File: src/rtl/rtc_pkg.sv
package rtc_pkg;

    typedef logic [7:0] byte_t;

    typedef enum logic [7:0] {
        IX_SEC      = 8'h00,
        IX_SEC_ALM  = 8'h01,
        IX_MIN      = 8'h02,
        IX_MIN_ALM  = 8'h03,
        IX_HOUR     = 8'h04,
        IX_HOUR_ALM = 8'h05,
        IX_WDAY     = 8'h06,
        IX_MDAY     = 8'h07,
        IX_MON      = 8'h08,
        IX_YEAR     = 8'h09,
        IX_STAT_A   = 8'h0A,
        IX_STAT_B   = 8'h0B,
        IX_STAT_C   = 8'h0C,
        IX_STAT_D   = 8'h0D
    } reg_ix_e;

    typedef struct packed {
        byte_t sec;
        byte_t min;
        byte_t hour;
        byte_t wday;
        byte_t mday;
        byte_t mon;   // zero-based
        byte_t year;  // biased
    } clock_t;

    localparam byte_t STAT_A_LOW = 8'h26;
    localparam byte_t STAT_B_VAL = 8'h46;
    localparam byte_t YEAR_BIAS  = 8'd52;

    function automatic byte_t sec_step(byte_t s);
        logic [8:0] w;
        w = {1'b0, s} + 9'd1;
        return byte_t'(w % 9'd60);
    endfunction

    function automatic logic ix_is_bad(byte_t ix);
        return ix >= 8'h0D;
    endfunction

endpackage

File: src/rtl/rtc_tick_div.sv
module rtc_tick_div #(
    parameter int CNT_W = 10
) (
    input  logic clk,
    input  logic rst,
    input  logic tick_i,
    output logic irq_o,
    output logic adv_o
);
    localparam logic [CNT_W-1:0] CNT_MAX = {CNT_W{1'b1}};

    logic [CNT_W-1:0] cnt_q;

    always_ff @(posedge clk) begin
        if (rst) begin
            cnt_q <= '0;
            irq_o <= 1'b0;
        end else begin
            irq_o <= tick_i;
            if (tick_i) cnt_q <= cnt_q + 1'b1;
        end
    end

    assign adv_o = tick_i && (cnt_q == CNT_MAX);

    p_irq_follows_r2: assert property (@(posedge clk) disable iff (rst)
        tick_i |=> irq_o);
    p_irq_quiet_r2: assert property (@(posedge clk) disable iff (rst)
        !tick_i |=> !irq_o);
    p_cnt_wrap_r3: assert property (@(posedge clk) disable iff (rst)
        (tick_i && cnt_q == CNT_MAX) |=> (cnt_q == '0));

endmodule

File: src/rtl/rtc_time_regs.sv
module rtc_time_regs
    import rtc_pkg::*;
(
    input  logic   clk,
    input  logic   rst,
    input  logic   adv_i,
    input  logic   wr_en_i,
    input  byte_t  idx_i,
    input  byte_t  wdata_i,
    output clock_t now_o
);
    clock_t now_q;

    always_ff @(posedge clk) begin
        if (rst) begin
            now_q      <= '0;
            now_q.year <= YEAR_BIAS;
        end else begin
            if (adv_i) now_q.sec <= sec_step(now_q.sec);
            if (wr_en_i) begin
                case (idx_i)
                    IX_SEC:  now_q.sec  <= wdata_i;
                    IX_MIN:  now_q.min  <= wdata_i;
                    IX_HOUR: now_q.hour <= wdata_i;
                    IX_WDAY: now_q.wday <= wdata_i;
                    IX_MDAY: now_q.mday <= wdata_i;
                    IX_MON:  now_q.mon  <= wdata_i - 8'd1;
                    IX_YEAR: now_q.year <= wdata_i + YEAR_BIAS;
                    default: ;
                endcase
            end
        end
    end

    assign now_o = now_q;

    p_sec_wrap_r4: assert property (@(posedge clk) disable iff (rst)
        (adv_i && now_q.sec == 8'd59 && !(wr_en_i && idx_i == IX_SEC))
        |=> (now_q.sec == 8'd0));
    p_sec_hold_r3: assert property (@(posedge clk) disable iff (rst)
        (!adv_i && !wr_en_i) |=> $stable(now_q));

endmodule

File: src/rtl/rtc_read_port.sv
module rtc_read_port
    import rtc_pkg::*;
(
    input  logic   clk,
    input  logic   rst,
    input  logic   rd_i,
    input  byte_t  idx_i,
    input  clock_t now_i,
    input  logic   uip_i,
    output byte_t  rdata_o
);
    byte_t sel;

    always_comb begin
        case (idx_i)
            IX_SEC:    sel = now_i.sec;
            IX_MIN:    sel = now_i.min;
            IX_HOUR:   sel = now_i.hour;
            IX_WDAY:   sel = now_i.wday;
            IX_MDAY:   sel = now_i.mday;
            IX_MON:    sel = now_i.mon + 8'd1;
            IX_YEAR:   sel = now_i.year - YEAR_BIAS;
            IX_STAT_A: sel = {uip_i, STAT_A_LOW[6:0]};
            IX_STAT_B: sel = STAT_B_VAL;
            default:   sel = 8'h00;
        endcase
    end

    always_ff @(posedge clk) begin
        if (rst)       rdata_o <= 8'h00;
        else if (rd_i) rdata_o <= sel;
    end

    p_alarm_zero_r8: assert property (@(posedge clk) disable iff (rst)
        (rd_i && (idx_i == IX_SEC_ALM || idx_i == IX_MIN_ALM || idx_i == IX_HOUR_ALM))
        |=> (rdata_o == 8'h00));
    p_stat_b_r7: assert property (@(posedge clk) disable iff (rst)
        (rd_i && idx_i == IX_STAT_B) |=> (rdata_o == 8'h46));
    p_rdata_hold_r12: assert property (@(posedge clk) disable iff (rst)
        !rd_i |=> $stable(rdata_o));

endmodule

File: src/rtl/rtc_regfile.sv
module rtc_regfile
    import rtc_pkg::*;
#(
    parameter int TICK_BITS = 10
) (
    input  logic       clk,
    input  logic       rst,
    input  logic       tick_i,
    input  logic       uip_i,
    input  logic       addr_wr_i,
    input  logic       data_wr_i,
    input  logic       data_rd_i,
    input  logic [7:0] wdata_i,
    output logic [7:0] rdata_o,
    output logic       irq_o,
    output logic       err_o
);
    byte_t  idx_q;
    logic   err_q;
    logic   adv;
    clock_t now;

    always_ff @(posedge clk) begin
        if (rst) begin
            idx_q <= 8'h00;
            err_q <= 1'b0;
        end else begin
            if (addr_wr_i) idx_q <= wdata_i;
            if ((data_wr_i || data_rd_i) && ix_is_bad(idx_q)) err_q <= 1'b1;
        end
    end

    assign err_o = err_q;

    rtc_tick_div #(.CNT_W(TICK_BITS)) u_div (
        .clk(clk), .rst(rst), .tick_i(tick_i), .irq_o(irq_o), .adv_o(adv)
    );

    rtc_time_regs u_time (
        .clk(clk), .rst(rst), .adv_i(adv), .wr_en_i(data_wr_i),
        .idx_i(idx_q), .wdata_i(wdata_i), .now_o(now)
    );

    rtc_read_port u_rd (
        .clk(clk), .rst(rst), .rd_i(data_rd_i), .idx_i(idx_q),
        .now_i(now), .uip_i(uip_i), .rdata_o(rdata_o)
    );

    p_err_sticky_r11: assert property (@(posedge clk) disable iff (rst)
        err_o |=> err_o);
    p_err_set_r11: assert property (@(posedge clk) disable iff (rst)
        ((data_rd_i || data_wr_i) && idx_q >= 8'h0D) |=> err_o);

endmodule

File: config.mk
export PLATFORM = sky130hd
export DESIGN_NAME = rtc_regfile
export DESIGN_NICKNAME = d
export VERILOG_FILES = /design/src/rtl/rtc_pkg.sv /design/src/rtl/rtc_tick_div.sv /design/src/rtl/rtc_time_regs.sv /design/src/rtl/rtc_read_port.sv /design/src/rtl/rtc_regfile.sv
export SDC_FILE = /design/constraint.sdc
export NUM_CORES = 1
export LEC_CHECK = 0
export ABC_AREA = 1
export CORE_MARGIN = 2
export CORE_UTILIZATION = 46
export DETAILED_ROUTE_END_ITERATION = 16
export PLACE_DENSITY_LB_ADDON = 0.12
export SLEW_MARGIN = 15
export SYNTH_ARGS = -nofsm -noshare
export SYNTH_HDL_FRONTEND = slang
export SYNTH_HIERARCHICAL = 1
export SYNTH_SLANG_ARGS = --single-unit
File: constraint.sdc
create_clock -name clk -period 4.45 [get_ports clk]
set_clock_uncertainty 0.15 [all_clocks]
set_input_delay 0.445 -clock clk [delete_from_list [all_inputs] [get_ports clk]]
set_output_delay 0.445 -clock clk [all_outputs]
set_load 0.01 [all_outputs]
==> results of run 1 <==
[worst max path at each step]
| stage | slack (ns) | endpoint | startpoint |
|---|---|---|---|
| 3_5_place_dp | 1.82 | u_time/now_o[16]$_SDFFE_PP0P_ | data_wr_i |
| 2_1_floorplan | 2.41 | u_time/now_o[51]$_SDFF_PP0_ | u_time/now_o[48]$_SDFF_PP0_ |
| 4_1_cts | 2.06 | u_time/now_o[51]$_SDFF_PP0_ | u_time/now_o[48]$_SDFF_PP0_ |
| 3_3_place_gp | 1.95 | u_time/now_o[18]$_SDFFE_PP0P_ | data_wr_i |
| 5_1_grt | 1.75 | u_time/now_o[52]$_SDFF_PP0_ | u_time/now_o[48]$_SDFF_PP0_ |
| 6_report | 2.07 | u_time/now_o[52]$_SDFF_PP0_ | u_time/now_o[48]$_SDFF_PP0_ |
[worst max-delay path, cell delays in order (launching register included)]
cell and delay (ns):
dfxtp_1 0.44, ha_1 0.25, nand4_1 0.10, nand2_1 0.19
nand3_2 0.12, o21bai_1 0.24, nand2_2 0.12, inv_1 0.06
nor2_1 0.03, nor2_1 0.17, nand2_1 0.08, nand2_1 0.07
nand2_1 0.05, nand2_1 0.05, nand2_1 0.05, a21oi_1 0.13
[routing by layer]
layer  up-vias  share of wire (%)
met5         -                  0
met2       132                 45
li1       2253                  -
met3        29                5.5
met4         0                2.3
met1      2061                 47
[final cells by class]
class	count	area, um^2	area share, %
clock inverters	6	71.3	1.39
inverters	79	298	5.81
well taps	133	166	3.25
clock buffers	10	128	2.49
flip-flops and latches	84	1680	32.8
multi-input cells	493	2520	49.3
repair buffers	26	255	4.98
[flip-flops by register name (all words and copies together) (netlist names)]
signal and count:
u_div/irq_o 1, u_div/cnt_q 10, u_rd/rdata_o 8, err_o 1, u_time/now_o 56, idx_q 8
[placed cells by master, fill, tap and decap left out, types with 3 or more instances in the layout]
cell and instances:
clkdlybuf4s50_1 24, nor2_2 5, nor2_1 65, xnor2_1 3, a21oi_1 70, clkbuf_8 9, nor2_4 6, xor2_1 11
a31oi_1 4, o21ai_0 65, ha_1 7, inv_1 66, nand3_1 60, dfxtp_1 84, inv_2 8, a211oi_2 6
nand2_1 142, o21ai_1 5, clkinv_1 4, nand4_1 4, nand2_2 11, nor4_1 3, o21bai_1 3, a21oi_2 6
[logic make-up after synthesis]
kind of cell / Yosys count
XOR/XNOR: 14
flip-flops: 84
AND/OR/NAND/NOR: 306
adder cells (fa/ha/maj): 7
buffers and inverters: 97
AO/OA/AOI/OAI: 166
[report_power, final]
group	switching [mW]	total, mW	internal (mW)	leakage, nW
Combinational	0.124	0.182	0.0585	1.37
Sequential	0.0205	0.790	0.770	0.681
Clock	0.291	0.556	0.265	0.0935
Total	0.436	1.53	1.09	2.15
[stage by stage]
| step | std cells | util (%) | power, mW | hold slack, ns | worst slack, ns |
|---|---|---|---|---|---|
| floorplan | 674 | - | 0.925 | 0.302 | 2.41 |
| global placement | 815 | 50.6 | 0.985 | 0.290 | 1.95 |
| detailed placement | 815 | 50.6 | 0.986 | 0.296 | 1.82 |
| CTS | 831 | 52.7 | 1.54 | 0.308 | 2.06 |
| global route | 831 | 52.7 | 1.60 | 0.332 | 1.75 |
| finish | 831 | 52.7 | 1.53 | 0.304 | 2.07 |
==> flow_metrics.py, run 1 <==
metrics = {
    "placed_design": {
        "place_hpwl_mm": 8.94,
        "io_buffer_count": 24,
        "routabilityCongestion": 0.874,
        "placed_area_um2": 4930,
    },
    "clock_tree": {
        "cts_tree": "built",
        "post_cts_buffers": 0,
        "cts_root_buf": "clkbuf_8",
        "post_cts_resized": 0,
        "cts_made_buffers": 9,
        "insertion_delay_ns": 0.36,
        "clock_path_buffers": 2,
        "htreeDepth": 3,
        "clkSinkCount": 84,
        "path_clk_slew_ns": 0.08,
        "ctsHoldBuffers": 0,
    },
    "setup_path": {
        "r2r-start": "u_time/now_o[48]$_SDFF_PP0_",
        "r2r_slack_ns": 2.07,
        "start_kind": "register",
        "required_ns": 4.58,
        "crit_type": "reg2reg",
        "r2r-end": "u_time/now_o[52]$_SDFF_PP0_",
        "cp.arrival_ns": 2.51,
        "cp-end-kind": "register",
        "path_max_fanout": 4,
        "reg2reg_depth": 15,
    },
    "synthesis": {
        "yosysWarningCount": 6,
        "ys.flop_type": "dfxtp_1",
        "synthTopCellsByArea": "dfxtp_1 37%, nand2_1 12%, a21oi_1 7.6%",
        "avgSynthCellArea_um2": 6.80,
        "synth-compound-area-share_pct": 20.3,
        "synth.net_count": 696,
        "synth_xor_area_share_pct": 2.68,
        "ys_top_cells_by_count": "142 x nand2_1, 84 x dfxtp_1, 70 x a21oi_1",
        "yosys.area_share.simple_pct": 30.1,
        "yosys.area_share.adder_pct": 1.91,
        "yosys.cell_types.count": 41,
        "synth_top_family_by_area": "simple AND/OR/NAND/NOR gates",
        "async_flop_share_pct": 0,
        "synth_edf_count": 0,
        "ys_ff_latch": 84,
        "syn_area_um2": 4580,
        "seq_area_frac_synth_pct": 36.7,
        "yosysTopAreaCellShare_pct": 36.7,
        "synth_cells": 674,
        "yosys.area.top_type": "dfxtp_1",
        "synth_most_common_cell": "nand2_1",
        "synth_mux_area_share_pct": 0,
    },
    "drt": {
        "num_vias": 4475,
        "drcViolationCount": 0,
        "drt_iter0_markers": 362,
        "drt-total-wl_mm": 12.5,
        "via_per_inst": 5.39,
        "first_pass_iters": 7,
        "ant_nets": 0,
        "routedWlPerCell_um": 15.0,
    },
    "global_routing": {
        "track_usage_pct": 23.5,
        "grt_max_degree": 46,
        "grt_antenna_before_repair": 0,
        "grt_pass1_wl_mm": 20.4,
        "grt_pass1_vias": 4107,
        "grt_use_met1_pct": 32.7,
        "busiest_layer": "met2",
        "grtUsageMet2_pct": 37.6,
        "met3_usage_pct": 3.08,
        "grt_overflow": 0,
    },
    "layout": {
        "insertedDiodeCount": 0,
        "syn_to_final_growth_pct": 11.8,
        "nFillCells": 1020,
        "fin_nets": 715,
        "drive_gt1_share_pct": 9.74,
        "final_cell_area_um2": 5120,
    },
    "min_path": {
        "hp-class": "reg2reg",
        "min_to": "err_o$_SDFFE_PP0P_",
        "holdPathStages": 2,
        "hp-start": "err_o$_SDFFE_PP0P_",
    },
    "sta": {
        "fmax_mhz": 421,
        "fin_crit_ns": 2.38,
        "drv_slew": 0,
        "maxSlewHeadroom_pct": 22.5,
        "final-setup-viol-count": 0,
        "fin_crit_sh_pct": 53.4,
        "finalHoldViolations": 0,
        "fin_tns_setup_ns": 0,
        "worst_slew_pin_slew_ns": 1.15,
        "rsz0062_at_grt": "false",
    },
    "floorplanning": {
        "placeableCoreArea_um2": 9730,
        "die-area_um2": 10800,
        "fp.dieW_um": 104,
        "chipHeight_um": 104,
        "initial_core_util_pct": 47.1,
        "ios": 25,
        "rows": 36,
    },
    "run_status": {
        "status": "completed",
    },
    "run": {
        "max_cap_violations": 0,
    },
    "pwr": {
        "power_leakage_nw": 2.15,
        "p_per_area_nw_per_um2": 298,
        "ir_worst_vdd_v": 0.000193,
    },
}
(Power assumes the default switching activity.)
==> run 2: changes to the inputs <==
clock period = 2.1 ns   (was 4.45 ns; I/O delays follow)
==> run 2 against run 1 <==
Effect of this change:
- the run now ends with setup timing left
- first-iteration DRC count is 33% lower
- register-to-register slack worse by 2.1 ns
- combinational power increased to 2.5 times the previous value
- setup slack lost 2.1 ns
- sequential power rose by 110%
- utilization is 4.6 points higher
- hold slack better by 0.0043 ns
- cell count increased by 3.6%
- global-route usage grew 0.30 points
- total power rose by 120%
- critical endpoint unchanged
==> flow_metrics.py, run 2 (synthesis gave the netlist of run 1 again) <==
metrics = {
    "setup_path": {
        "cp.arrival_ns": 2.25,
        "crit_type": "reg2reg",
        "path_max_fanout": 4,
        "r2r_slack_ns": -0.009,
        "start_kind": "register",
        "required_ns": 2.24,
        "reg2reg_depth": 16,
        "cp-end-kind": "register",
    },
    "clock_tree": {
        "ctsHoldBuffers": 0,
        "cts_tree": "built",
        "cts_made_buffers": 9,
        "insertion_delay_ns": 0.36,
        "clkSinkCount": 84,
        "path_clk_slew_ns": 0.08,
        "cts_root_buf": "clkbuf_8",
        "htreeDepth": 3,
        "clock_path_buffers": 2,
    },
    "global_routing": {
        "grt_pass1_wl_mm": 20.8,
        "grt_antenna_before_repair": 0,
        "grt_max_degree": 53,
        "grt_pass1_vias": 4271,
        "grt_overflow": 0,
        "track_usage_pct": 23.8,
    },
    "sta": {
        "worst_slew_pin_slew_ns": 0.395,
        "maxSlewHeadroom_pct": 73.4,
        "fin_tns_setup_ns": -0.00940,
        "drv_slew": 0,
        "fin_crit_ns": 2.11,
        "fmax_mhz": 474,
        "finalHoldViolations": 0,
        "final-setup-viol-count": 1,
        "rsz0062_at_grt": "true",
        "fin_ws_ns": -0.00940,
        "fin_crit_sh_pct": 100,
    },
    "drt": {
        "ant_nets": 0,
        "first_pass_iters": 7,
        "via_per_inst": 5.34,
        "num_vias": 4596,
        "drt_iter0_markers": 243,
        "drcViolationCount": 0,
        "routedWlPerCell_um": 14.6,
        "drt-total-wl_mm": 12.5,
    },
    "floorplanning": {
        "ios": 25,
        "placeableCoreArea_um2": 9730,
        "rows": 36,
        "initial_core_util_pct": 47.1,
        "chipHeight_um": 104,
        "fp.dieW_um": 104,
        "die-area_um2": 10800,
    },
    "placed_design": {
        "io_buffer_count": 24,
        "routabilityCongestion": 0.834,
        "place_hpwl_mm": 9.02,
    },
    "min_path": {
        "holdPathStages": 2,
        "hp-class": "reg2reg",
    },
    "layout": {
        "layout_common_cells": "134 x nand2_1, 78 x dfxtp_1, 70 x a21oi_1, 65 x o21ai_0, 64 x inv_1",
        "layout_commonest_cell": "nand2_1",
        "insertedDiodeCount": 0,
        "final_core_util_pct": 57.3,
        "fin_nets": 748,
        "largest_reg_flops": 56,
        "drive_gt1_share_pct": 17.0,
        "syn_to_final_growth_pct": 21.6,
    },
    "run_status": {
        "status": "finished with violations",
        "violations": "setup timing",
    },
    "pwr": {
        "power_leakage_nw": 2.38,
        "p_per_area_nw_per_um2": 603,
        "ir_worst_vdd_v": 0.000416,
    },
    "run": {
        "max_cap_violations": 0,
    },
}
run 2: area by class of cell:
class | instances | area (um^2)
Fill cell | 977 | 4160
Multi-Input combinational cell | 493 | 2670
Sequential cell | 84 | 1690
Timing Repair Buffer | 59 | 544
Inverter | 79 | 298
Tap cell | 133 | 166
Clock buffer | 9 | 124
Clock inverter | 4 | 76.3
run 2: what timing repair did:
action	4_1_cts	5_1_grt
gates resized for setup	22	18
pin swaps	9	11
cloned	0	0
buffers inserted	3	0
endpoints found under the setup margin	4	8
run 2: worst paths after layout:
path	startpoint	endpoint
min reg2reg	err_o$_SDFFE_PP0P_	err_o$_SDFFE_PP0P_
max reg2reg	u_time/now_o[48]$_SDFF_PP0_	u_time/now_o[52]$_SDFF_PP0_
max	u_time/now_o[48]$_SDFF_PP0_	u_time/now_o[52]$_SDFF_PP0_
min	err_o$_SDFFE_PP0P_	err_o$_SDFFE_PP0P_
run 2: per-stage QoR:
step / hold WS, ns / std cells / total power, mW / setup slack [ns] / cell area [um^2]
floorplan: 0.129 / 674 / 1.96 / 0.0605 / 4580
global placement: 0.297 / 845 / 2.13 / 0.0334 / 5190
global route: 0.338 / 861 / 3.50 / -0.186 / 5570
CTS: 0.316 / 861 / 3.37 / -0.0248 / 5510
detailed placement: 0.305 / 845 / 2.13 / -0.111 / 5190
finish: 0.309 / 861 / 3.36 / -0.00940 / 5570
run 2: worst max-delay path: stages (launching register included):
cell	delay, ns
dfxtp_4	0.37
ha_4	0.17
nand2_2	0.08
inv_1	0.06
nand2_2	0.10
nand2_4	0.09
nor2_4	0.18
nand2_4	0.08
o21ai_4	0.08
nor2_1	0.08
nand3_1	0.09
nand2_1	0.07
nand2_2	0.09
nand3_1	0.09
nand2_1	0.08
nand2_1	0.05
a21oi_1	0.10
run 2: layer usage:
metal	track usage, %	wire length, um
met4	8.11	209
met1	32.1	5920
met5	0	0
met3	3.52	661
met2	38.9	5740
run 2: report_power, final:
group	switching [mW]	internal (mW)	total [mW]	leakage (nW)
Sequential	0.0413	1.63	1.67	0.684
Combinational	0.282	0.174	0.456	1.59
Clock	0.580	0.654	1.23	0.0977
Total	0.903	2.46	3.36	2.38
